$ cat src/rtl/refresh_sched_pkg.sv
package refresh_sched_pkg;

   // Whole clock cycles that fit in an interval; rounding down keeps refresh early.
   function automatic int interval_cycles(input int interval_ps, input int clk_ps);
      return interval_ps / clk_ps;
   endfunction

   function automatic int bits_for(input int max_value);
      return (max_value < 2) ? 1 : $clog2(max_value + 1);
   endfunction

endpackage

$ cat src/rtl/rfs_temp_sync.sv
module rfs_temp_sync #(
   parameter int STAGES = 2
) (
   input  logic clk,
   input  logic rst_n,
   input  logic din,
   output logic dout
);

   generate
      if (STAGES == 0) begin : g_bypass
         assign dout = din;
      end else begin : g_chain
         logic [STAGES-1:0] stage_q;
         always_ff @(posedge clk) begin
            if (!rst_n) begin
               stage_q <= '0;
            end else begin
               for (int i = STAGES - 1; i > 0; i--) begin
                  stage_q[i] <= stage_q[i-1];
               end
               stage_q[0] <= din;
            end
         end
         assign dout = stage_q[STAGES-1];
      end
   endgenerate

endmodule

$ cat src/rtl/rfs_interval_timer.sv
module rfs_interval_timer #(
   parameter int NORM_CYCLES = 3120,
   parameter int HOT_CYCLES  = 1560,
   parameter int CNT_W       = 12
) (
   input  logic clk,
   input  logic rst_n,
   input  logic hot_sel,
   output logic expire
);

   logic [CNT_W-1:0] remain_q;
   logic [CNT_W-1:0] reload_val;

   assign reload_val = hot_sel ? CNT_W'(HOT_CYCLES - 1) : CNT_W'(NORM_CYCLES - 1);
   assign expire     = (remain_q == '0);

   always_ff @(posedge clk) begin
      if (!rst_n) begin
         remain_q <= CNT_W'(HOT_CYCLES - 1);
      end else if (expire) begin
         remain_q <= reload_val;
      end else begin
         remain_q <= remain_q - 1'b1;
      end
   end

endmodule

$ cat src/rtl/rfs_backlog.sv
module rfs_backlog #(
   parameter int MAX_OWED = 8,
   parameter int CNT_W    = 4
) (
   input  logic             clk,
   input  logic             rst_n,
   input  logic             add_one,
   input  logic             take_one,
   output logic [CNT_W-1:0] owed,
   output logic             lost
);

   logic full;
   logic take_ok;

   assign full    = (owed == CNT_W'(MAX_OWED));
   assign take_ok = take_one && (owed != '0);

   always_ff @(posedge clk) begin
      if (!rst_n) begin
         owed <= '0;
         lost <= 1'b0;
      end else begin
         unique case ({add_one, take_ok})
            2'b10: begin
               if (full) lost <= 1'b1;
               else      owed <= owed + 1'b1;
            end
            2'b01:   owed <= owed - 1'b1;
            default: owed <= owed;
         endcase
      end
   end

endmodule

$ cat src/rtl/refresh_sched.sv
module refresh_sched
   import refresh_sched_pkg::*;
#(
   parameter int CLK_PERIOD_PS      = 2500,
   parameter int NORMAL_INTERVAL_PS = 7_800_000,
   parameter int HOT_INTERVAL_PS    = 3_900_000,
   parameter int BACKLOG_MAX        = 8,
   parameter int SYNC_STAGES        = 2
) (
   input  logic                               clk,
   input  logic                               rst_n,
   input  logic                               high_temp,
   input  logic                               refresh_ack,
   output logic                               refresh_req,
   output logic [$clog2(BACKLOG_MAX+1)-1:0]   pending_count,
   output logic                               backlog_overflow
);

   localparam int NORM_CYCLES = interval_cycles(NORMAL_INTERVAL_PS, CLK_PERIOD_PS);
   localparam int HOT_CYCLES  = interval_cycles(HOT_INTERVAL_PS, CLK_PERIOD_PS);
   localparam int TIMER_W     = bits_for(NORM_CYCLES);
   localparam int PEND_W      = $clog2(BACKLOG_MAX + 1);

   initial begin
      assert (CLK_PERIOD_PS > 0) else $fatal(1, "clock period must be positive");
      assert (HOT_CYCLES >= 2) else $fatal(1, "hot interval shorter than two cycles");
      assert (NORM_CYCLES >= HOT_CYCLES) else $fatal(1, "hot interval longer than normal");
      assert (BACKLOG_MAX >= 1) else $fatal(1, "backlog depth must be at least one");
      assert (SYNC_STAGES >= 0) else $fatal(1, "negative synchroniser depth");
   end

   logic hot_synced;
   logic interval_expire;

   rfs_temp_sync #(
      .STAGES (SYNC_STAGES)
   ) u_sync (
      .clk   (clk),
      .rst_n (rst_n),
      .din   (high_temp),
      .dout  (hot_synced)
   );

   rfs_interval_timer #(
      .NORM_CYCLES (NORM_CYCLES),
      .HOT_CYCLES  (HOT_CYCLES),
      .CNT_W       (TIMER_W)
   ) u_timer (
      .clk     (clk),
      .rst_n   (rst_n),
      .hot_sel (hot_synced),
      .expire  (interval_expire)
   );

   rfs_backlog #(
      .MAX_OWED (BACKLOG_MAX),
      .CNT_W    (PEND_W)
   ) u_backlog (
      .clk      (clk),
      .rst_n    (rst_n),
      .add_one  (interval_expire),
      .take_one (refresh_ack),
      .owed     (pending_count),
      .lost     (backlog_overflow)
   );

   assign refresh_req = (pending_count != '0);

endmodule

$ cat config.mk
export PLATFORM = sky130hd
export DESIGN_NAME = refresh_sched
export DESIGN_NICKNAME = d
export VERILOG_FILES = /design/src/rtl/refresh_sched_pkg.sv /design/src/rtl/rfs_temp_sync.sv /design/src/rtl/rfs_interval_timer.sv /design/src/rtl/rfs_backlog.sv /design/src/rtl/refresh_sched.sv
export SDC_FILE = /design/constraint.sdc
export NUM_CORES = 1
export LEC_CHECK = 0
export BUFFER_PORTS_ARGS = -buffer_cell sky130_fd_sc_hd__buf_2
export CAP_MARGIN = 20
export CORE_MARGIN = 10
export CORE_UTILIZATION = 35
export CTS_CLUSTER_DIAMETER = 60
export DETAILED_ROUTE_END_ITERATION = 10
export GPL_TIMING_DRIVEN = 0
export SLEW_MARGIN = 20
export SYNTH_ARGS = -nofsm -noshare
export SYNTH_HDL_FRONTEND = slang
export SYNTH_SLANG_ARGS = --single-unit
$ cat constraint.sdc
create_clock -name clk -period 2 [get_ports clk]
set_input_delay 0.1 -clock clk [delete_from_list [all_inputs] [get_ports clk]]
set_output_delay 0.1 -clock clk [all_outputs]
set_load 0.1 [all_outputs]
==> run metrics, run 1 <==
status=complete, but fails checks; failing checks=negative setup slack; Multi-input gate area=665.6 µm²; IO Count=10; Max VDD drop=0.9679 mV; DRT iter0 DRCs=51; pwr dens=1087 nW/µm²; initial core utilization=36.80%; clock share of power=13.6%; Worst R2R Path Depth=9; hpwl dp=1597 µm; CP Max Fanout=3; YS warnings=0; Post-Syn Nets=126; required time of the critical path=2.20 ns; Core ar.=2758 µm²; WL per Instance=13.39 µm; Post-Synthesis Cells=119; Synth Register Bits=19; Reg area=404.1 µm²; sequential area share after synthesis=37.48%; Max Freq=0.4897 GHz; count of pins over their slew limit=0; ANT nets after route=0; most common cell after layout, fill and taps aside=nor2_1; Int Power=737.3 µW; share of cells above drive strength 1=34.29%; Avg Synthesized Cell Area=8.527 µm²; Final Power=1407 µW; cell area after layout=1294 µm²; antenna violations before repair=0; GRT Overall Usage=9.239%; sequential share of power=33.2%; vias=901; Final Hold Fails=0; pin count of the biggest net entering global routing=11; Critical Path Sink Type=flip-flop; PnR worst setup slack=-0.04217 ns; placed insts=158; Sink Count=19; num rows=19; # setup viols final=1; final setup TNS=-0.04217 ns; synthesized area=1015 µm²; crit start category=flip-flop; Ant. Diodes=0; final core occ=46.91%; # port buffers=8; Clock transition at path regs=0.11 ns; Pre-antenna DRT Iters=4; Crit Path Class=reg2reg; clock root buffer master=clkbuf_4; HP Class=in2reg; nets=148; DRC=0; worst-case clock buffer depth=2; max-cap violations=0; Layout area overhead=27.50%; chip height=73.85 µm; Final period util=102.1%; Slew Limit Headroom=66.71%; die area=5453 µm²; final period demand of the worst path=2.042 ns; clock skew=0.006543 ns; clk_lat worst skew=0.29 ns; final cell count without fillers=171; TritonCTS clock tree=yes; final wirelength=2290 µm; Switching Share=47.58%; Psw=669.3 µW; remaining global-route overflow=0; Crit path arrival time=2.24 ns; RSZ-0062 raised after global routing=true; vias per inst=5.269; # H-tree levels=1; GPL Wtd Cong=0.8049; Unique masters post-synth=33; Fillers=275; hold path depth=3; number of global-route vias before repair=886; first-pass GRT wire length=4050 µm; Leak=0.0005111 µW; CTS buffer count=3; Placed Instance Area=1144 µm²; most frequent cells in the layout=nor2_1 (17), nand2_1 (14), buf_4 (9); Worst-Margin Slew=0.4994 ns; Comb power frac=53.1%; Die X=73.85 µm
## power groups by stage
stage	combinational [µW]	clock, µW	sequential (µW)
finish	747	191	468
global route	794	222	477
CTS	735	204	469
detailed placement	651	0	478
global placement	645	0	475
floorplan	385	0	644
## area by class of cell
| class | count | area share (%) |
|---|---|---|
| Multi-Input combinational cell | 92 | 51.45 |
| Sequential cell | 19 | 31.24 |
| Timing Repair Buffer | 17 | 8.511 |
| Tap cell | 31 | 2.998 |
| Buffer | 5 | 2.901 |
| Clock buffer | 4 | 2.031 |
| Inverter | 3 | 0.8704 |
## flip-flops by register name (all words and copies together), names as in the netlist
register                flops
u_backlog.owed              4
u_timer.remain_q           12
u_backlog.lost              1
u_sync.g_chain.stage_q      2
## worst paths after layout
kind | start | to | slack [ns]
worst max-delay path | u_timer.remain_q[3] | u_backlog.owed[1] | -0.04
worst min-delay path | rst_n | u_backlog.owed[0] | 0.11
worst max register to register | u_timer.remain_q[3] | u_backlog.owed[1] | -0.04
worst min register to register | u_sync.g_chain.stage_q[0] | u_sync.g_chain.stage_q[1] | 0.45
## cell families (layout without fill, tap and decap cells)
family | Yosys count | count (layout) | share of synthesized area [%]
adders and majority gates | 3 | 3 | 3.700
and+or+nand+nor | 57 | 57 | 29.96
xor gates and xnor gates | 9 | 9 | 7.769
DFF | 19 | 19 | 37.48
muxes | 4 | 4 | 3.946
AOI/OAI and AO/OA | 19 | 19 | 12.70
buffers and inverters | 8 | 29 | 4.439
## timing repair
item | in CTS | in global routing
pin swaps | 10 | 8
resized for setup | 17 | 0
setup buffers | 6 | 2
hold buffers | 1 | 0
hold endpoints to repair | 1 | 0
setup endpoints to repair | 3 | 2
## cells in the mapped netlist (all sizes together)
library cell	instances	area share, %
inv	3	1.1
ha	3	3.7
o21bai	1	0.74
a31oi	2	1.2
nor3b	1	0.74
nand4b	2	1.7
and4b	1	0.99
o21a	1	0.74
mux2i	4	3.9
nor2	17	6.3
o31ai	4	3.0
dfxtp	19	37
xor2	3	2.6
buf	3	2.6
or3	1	0.62
o21ai	5	2.5
xnor2	6	5.2
and2	2	1.2
a221oi	2	2.3
nand2b	4	2.5
nor4	2	3.3
and3	1	0.74
nor3	1	0.99
nand2	15	5.5
a21oi	3	1.5
clkbuf	2	0.74
nand4	2	1.2
nor2b	1	0.62
a211oi	1	0.74
nand3	7	3.5
## critical path: stages (launching register included)
cell	delay, ns
dfxtp_2	0.36
nor4_4	0.32
nand4b_1	0.22
nand3_4	0.15
xnor2_2	0.07
ha_1	0.29
nand2_2	0.06
buf_4	0.13
buf_4	0.12
a221oi_2	0.23
## layer usage
| metal | up-vias | global-route usage, % | share of wire [%] |
|---|---|---|---|
| li1 | 465 | - | - |
| met1 | 411 | 10.78 | 45 |
| met2 | 19 | 14.96 | 47 |
| met3 | 6 | 2.019 | 5.0 |
| met4 | 0 | 5.590 | 3.0 |
| met5 | - | 0 | 0 |
## per-stage QoR
step           setup slack (ns)  hold WS, ns
5_1_grt                 -0.1529       0.1076
3_3_place_gp            -0.2086       0.3131
4_1_cts                -0.05210      0.09183
3_5_place_dp            -0.2597       0.3160
2_1_floorplan           -0.1587       0.1841
6_report               -0.04217       0.1061
No activity file was read; power rests on OpenSTA's default activity.
==> run 2, diff against run 1 <==
TNS_END_PERCENT = 20   (was unset)
==> run 2 against run 1 <==
The flow now finishes without violations. Utilization decreased by 1.5 points. Routed wire length decreased by 5.6%. Hold slack got worse by 0.014 ns. Sequential power decreased by 1%. Highest routed layer unchanged. Non-clock buffer count decreased by 4. First-iteration DRC count decreased by 51%. Clock-buffer cell count decreased by 1. Clock skew decreased by 0.0044 ns. Critical path depth increased by 2.
==> run metrics, run 2 (synthesis results as in run 1) <==
status=finished, final reports clean; clk_lat worst skew=0.29 ns (about the same); clock root buffer master=clkbuf_4; Die X=73.85 µm (unchanged); Layout area overhead=23.43%; Sink Count=19 (unchanged); max reg flops=12 (unchanged); Pre-antenna DRT Iters=2 (-2); initial core utilization=36.80% (unchanged); Final period util=98.07% (-4.0 points); antenna violations before repair=0 (unchanged); vias=877 (-2.7%); Clock transition at path regs=0.11 ns (about the same); IO Count=10 (unchanged); CP Max Fanout=3 (unchanged); PnR worst setup slack=0.03869 ns (+0.08087 ns); max-cap violations=0 (unchanged); nets=144 (-2.7%); Largest Register=u_timer.remain_q; Core ar.=2758 µm² (unchanged); Final Hold Fails=0 (unchanged); remaining global-route overflow=0 (unchanged); Slew Limit Headroom=67.63% (+0.93 points); most frequent cells in the layout=nor2_1 (17), nand2_1 (14), dfxtp_1 (9); final period demand of the worst path=1.961 ns (-0.08087 ns); final setup TNS=0 ns (+0.04217 ns); pwr dens=1080 nW/µm² (-0.64%); grt met2 use=14.30% (-0.66 points); met3 GRT Util=2.019% (unchanged); # port buffers=8 (unchanged); Max VDD drop=0.8837 mV (-8.7%); Ant. Diodes=0 (unchanged); DRT iter0 DRCs=25 (-51%); num rows=19 (unchanged); GPL Wtd Cong=0.8395 (+4.3%); ANT nets after route=0 (unchanged); setup slack at placement=-0.1312 ns (+0.1285 ns); DRC=0 (unchanged); RSZ-0062 raised after global routing=true; most common cell after layout, fill and taps aside=nor2_1; Max Freq=0.5099 GHz (+4.1%); chip height=73.85 µm (unchanged); required time of the critical path=2.21 ns (about the same); TritonCTS clock tree=yes; Critical Path Sink Type=flip-flop; count of pins over their slew limit=0 (unchanged); worst-case clock buffer depth=2 (unchanged); WL per Instance=12.95 µm (-3.3%); Crit path arrival time=2.17 ns (-0.07 ns); Leak=0.0004922 µW (-3.7%); vias per inst=5.251 (-0.33%); Worst-Margin Slew=0.4889 ns (-0.01052 ns); CTS buffer count=3 (unchanged); number of global-route vias before repair=821 (-7.3%); final wirelength=2162 µm (-5.6%); # setup viols final=0 (-1); HP Class=in2reg; Largest regs=u_timer.remain_q: 12 flops, u_backlog.owed: 4 flops, u_sync.g_chain.stage_q: 2 flops; Crit Path Class=reg2reg; first-pass GRT wire length=3650 µm (-9.9%); crit start category=flip-flop; routing usage on met1=9.035% (-1.7 points); hpwl dp=1523 µm (-4.6%); pin count of the biggest net entering global routing=12 (+1); # H-tree levels=1 (unchanged); GRT Overall Usage=8.433% (-0.81 points); share of cells above drive strength 1=32.35% (-1.9 points); clock skew=0.002111 ns (-0.004432 ns); die area=5453 µm² (unchanged); busiest grt layer=met2
==> run 2: changes by cell type in the layout (fill, tap and decap cells not counted) <==
cell,previous run,this run
clkbuf_2,0,1
o31ai_2,1,0
nand3_4,1,0
clkbuf_1,3,1
dfxtp_1,8,9
buf_4,9,5
o31ai_1,3,4
clkinv_2,0,1
nand3_2,0,1
dfxtp_2,7,6
==> run 2: power by group <==
group          leakage, µW  total (µW)  internal [µW]  switching, µW
combinational     0.000315         695            201            494
sequential        0.000159         463            423           39.7
clock            0.0000177         195           74.4            121
total             0.000492        1350            698            655
==> run 2: layer usage <==
layer | vias to the layer above | share of wire (%) | routed length, µm
met5 | - | 0 | 0
met4 | 0 | 3.0 | 64
met3 | 6 | 3.7 | 79
met2 | 10 | 47 | 1026
met1 | 409 | 46 | 992
li1 | 452 | - | -
==> run 2: path summary, 6_finish.rpt <==
path         slack [ns]  cells after the start                       from                   endpoint
max                0.04                     11        u_timer.remain_q[1]          u_backlog.owed[1]
min                0.09                      3                      rst_n          u_backlog.owed[0]
max reg2reg        0.04                     11        u_timer.remain_q[1]          u_backlog.owed[1]
min reg2reg        0.45                      1  u_sync.g_chain.stage_q[0]  u_sync.g_chain.stage_q[1]
==> run 2: cell type report <==
class	count	area, µm²
sequential	19	402.9
clock buffer	3	22.52
tap	31	38.79
buffer	5	38.79
multi-input combinational	92	653.1
fill	282	1505
inverter	3	11.26
timing repair buffer	13	80.08
clock inverter	1	5.005
==> run 2: metrics by stage <==
step                      std cells  utilization (%)  area (µm²)  hold slack [ns]  power [µW]
final                           167            45.42        1252          0.09208        1353
after global routing            167            45.42        1252           0.1046        1435
after CTS                       167            44.01        1214          0.08485        1325
after detailed placement        158            41.02        1131           0.3115        1106
after global placement          158            41.02        1131           0.3066        1099
after floorplan                 119                -        1052           0.1841        1012
==> run 2: timing repair <==
| action | CTS | global route |
|---|---|---|
| pin swaps | 7 | 4 |
| resized for setup | 7 | 11 |
| setup endpoints to repair | 3 | 2 |
| hold buffers | 1 | 0 |
| setup buffers | 4 | 0 |
| hold endpoints to repair | 1 | 0 |
==> run 2: worst max-delay path, stage by stage (launching register included) <==
cell      delay (ns)
dfxtp_2         0.35
inv_2           0.05
ha_4            0.15
nor2b_4         0.12
nand4b_1        0.12
nand3_2         0.12
xnor2_2         0.15
ha_1            0.29
nand2_2         0.06
mux2i_1         0.13
o21bai_1        0.09
a221oi_2        0.24
==> run 3, diff against run 2 <==
==> constraint.sdc (replaced) <==
create_clock -name clk -period 2 [get_ports clk]
set_input_delay 0.4 -clock clk [delete_from_list [all_inputs] [get_ports clk]]
set_output_delay 0.4 -clock clk [all_outputs]
set_load 0.1 [all_outputs]
==> run 3 against run 2 <==
Largest power group unchanged. Clock-buffer cell count unchanged. Clock skew about the same. Combinational power about the same. Total power down 0.23%. Fmax up 0.14%. Global-route usage down 0.082 points. Via count up 0.68%. Critical path type unchanged. Critical endpoint unchanged. Hold slack better by 0.21 ns. Sequential share of layout area up 0.26 points. Design area down 0.80%.
==> run metrics, run 3 (synthesis results as in run 1) <==
Largest Register=u_timer.remain_q; ANT nets after route=0 (unchanged); HP Class=in2reg; clk_lat worst skew=0.29 ns (about the same); FF-to-FF Start=u_timer.remain_q[0]; clock skew=0.002385 ns (+0.0002738 ns); CP Max Fanout=3 (unchanged); Clock transition at path regs=0.11 ns (about the same); Final Power=1350 µW (-0.23%); Worst-Margin Slew=0.4889 ns (-0.000004888 ns); worst-case clock buffer depth=2 (unchanged); R2R setup slack=0.04 ns (about the same); Final Hold Fails=0 (unchanged); chip height=73.85 µm (unchanged); Crit Path Class=reg2reg; TritonCTS clock tree=yes; Core ar.=2758 µm² (unchanged); pin count of the biggest net entering global routing=12 (unchanged); IO Count=10 (unchanged); final wirelength=2127 µm (-1.6%); final period demand of the worst path=1.959 ns (-0.002683 ns); count of pins over their slew limit=0 (unchanged); crit start category=flip-flop; first-pass GRT wire length=3601 µm (-1.3%); initial core utilization=36.80% (unchanged); Final period util=97.93% (-0.13 points); Critical Path Sink Type=flip-flop; die area=5453 µm² (unchanged); GPL Wtd Cong=0.8395 (unchanged); RSZ-0062 raised after global routing=true; vias per inst=5.319 (+1.3%); Leak=0.0004880 µW (-0.85%); Ant. Diodes=0 (unchanged); DRT iter0 DRCs=19 (-24%); setup slack at placement=-0.1312 ns (unchanged); Max Freq=0.5106 GHz (+0.14%); max-cap violations=0 (unchanged); clock root buffer master=clkbuf_4; required time of the critical path=2.21 ns (about the same); remaining global-route overflow=0 (unchanged); CTS buffer count=3 (unchanged); # H-tree levels=1 (unchanged); hpwl dp=1523 µm (unchanged); vias=883 (+0.68%); nets=143 (-0.69%); pwr dens=1087 nW/µm² (+0.58%); Fillers=283 (+0.35%); antenna violations before repair=0 (unchanged); share of cells above drive strength 1=32.59% (+0.24 points); DRC=0 (unchanged); num rows=19 (unchanged); most frequent cells in the layout=nor2_1 (17), nand2_1 (14), dfxtp_1 (9); # port buffers=8 (unchanged); worst r2r dst=u_backlog.owed[1]; max reg flops=12 (unchanged); WL per Instance=12.81 µm (-1.0%); # setup viols final=0 (unchanged); Crit path arrival time=2.17 ns (about the same); PnR worst setup slack=0.04138 ns (+0.002683 ns); number of global-route vias before repair=818 (-0.37%); Largest regs=u_timer.remain_q: 12 flops, u_backlog.owed: 4 flops, u_sync.g_chain.stage_q: 2 flops; CP startpoint=u_timer.remain_q[0]; Worst R2R Path Depth=11 (unchanged); Sink Count=19 (unchanged); Placed Instance Area=1131 µm² (unchanged); Slew Limit Headroom=67.63% (about the same); Pre-antenna DRT Iters=4 (+2); cell area after layout=1242 µm² (-0.80%); Setup crit end=u_backlog.owed[1]; Max VDD drop=0.8832 mV (about the same); final setup TNS=0 ns (unchanged); Die X=73.85 µm (unchanged); status=finished, final reports clean; Layout area overhead=22.44%; most common cell after layout, fill and taps aside=nor2_1; GRT Overall Usage=8.351% (-0.082 points)
## run 3: worst max-delay path, stage by stage (launching register included)
cell and delay, ns:
dfxtp_2 0.35, inv_2 0.05, ha_4 0.15, nor2b_4 0.12
nand4b_1 0.12, nand3_2 0.12, xnor2_2 0.15, ha_1 0.29
nand2_2 0.06, mux2i_1 0.13, o21bai_1 0.09, a221oi_2 0.24
## run 3: repair_timing
action                     4_1_cts  5_1_grt
resized for setup                7       11
pin swaps                        7        4
hold buffers                     0        0
buffers inserted                 4        0
cloned                           0        0
setup endpoints to repair        3        2
hold endpoints to repair         0        0
## run 3: metal layers
layer  vias to the layer above  track usage [%]  wire (µm)
met3                         6            2.019         79
met4                         0            5.590         64
met5                         -                0          0
li1                        448                -          -
met2                        10            14.30       1025
met1                       419            8.803        957
## run 3: final cells by class
cell class / count / area (µm²) / area share (%)
Timing Repair Buffer: 12 / 70.07 / 5.639
Inverter: 3 / 11.26 / 0.9063
Sequential cell: 19 / 402.9 / 32.43
Tap cell: 31 / 38.79 / 3.122
Clock buffer: 3 / 22.52 / 1.813
Multi-Input combinational cell: 92 / 653.1 / 52.57
Buffer: 5 / 38.79 / 3.122
Clock inverter: 1 / 5.005 / 0.4028
## run 3: report_power, final
part / total [µW] / switching, µW / internal (µW)
Sequential: 464 / 40.0 / 423
Clock: 193 / 119 / 74.4
Combinational: 693 / 494 / 199
## run 3: how the worst min path moves through the flow
stage / start / end / slack [ns] / cells past startpoint
2_1_floorplan: u_timer.remain_q[0] / u_timer.remain_q[0] / 0.40 / 1
3_3_place_gp: u_sync.g_chain.stage_q[0] / u_sync.g_chain.stage_q[1] / 0.41 / 1
3_5_place_dp: u_timer.remain_q[0] / u_timer.remain_q[0] / 0.42 / 1
4_1_cts: high_temp / u_sync.g_chain.stage_q[0] / 0.30 / 2
5_1_grt: high_temp / u_sync.g_chain.stage_q[0] / 0.30 / 2
6_report: high_temp / u_sync.g_chain.stage_q[0] / 0.30 / 2
## run 3: stage by stage
stage / std cells / util (%) / hold WS (ns)
after global routing: 166 / 45.05 / 0.2960
after CTS: 166 / 43.65 / 0.2963
after detailed placement: 158 / 41.02 / 0.4213
after global placement: 158 / 41.02 / 0.4133
after floorplan: 119 / - / 0.3950
final: 166 / 45.05 / 0.3019
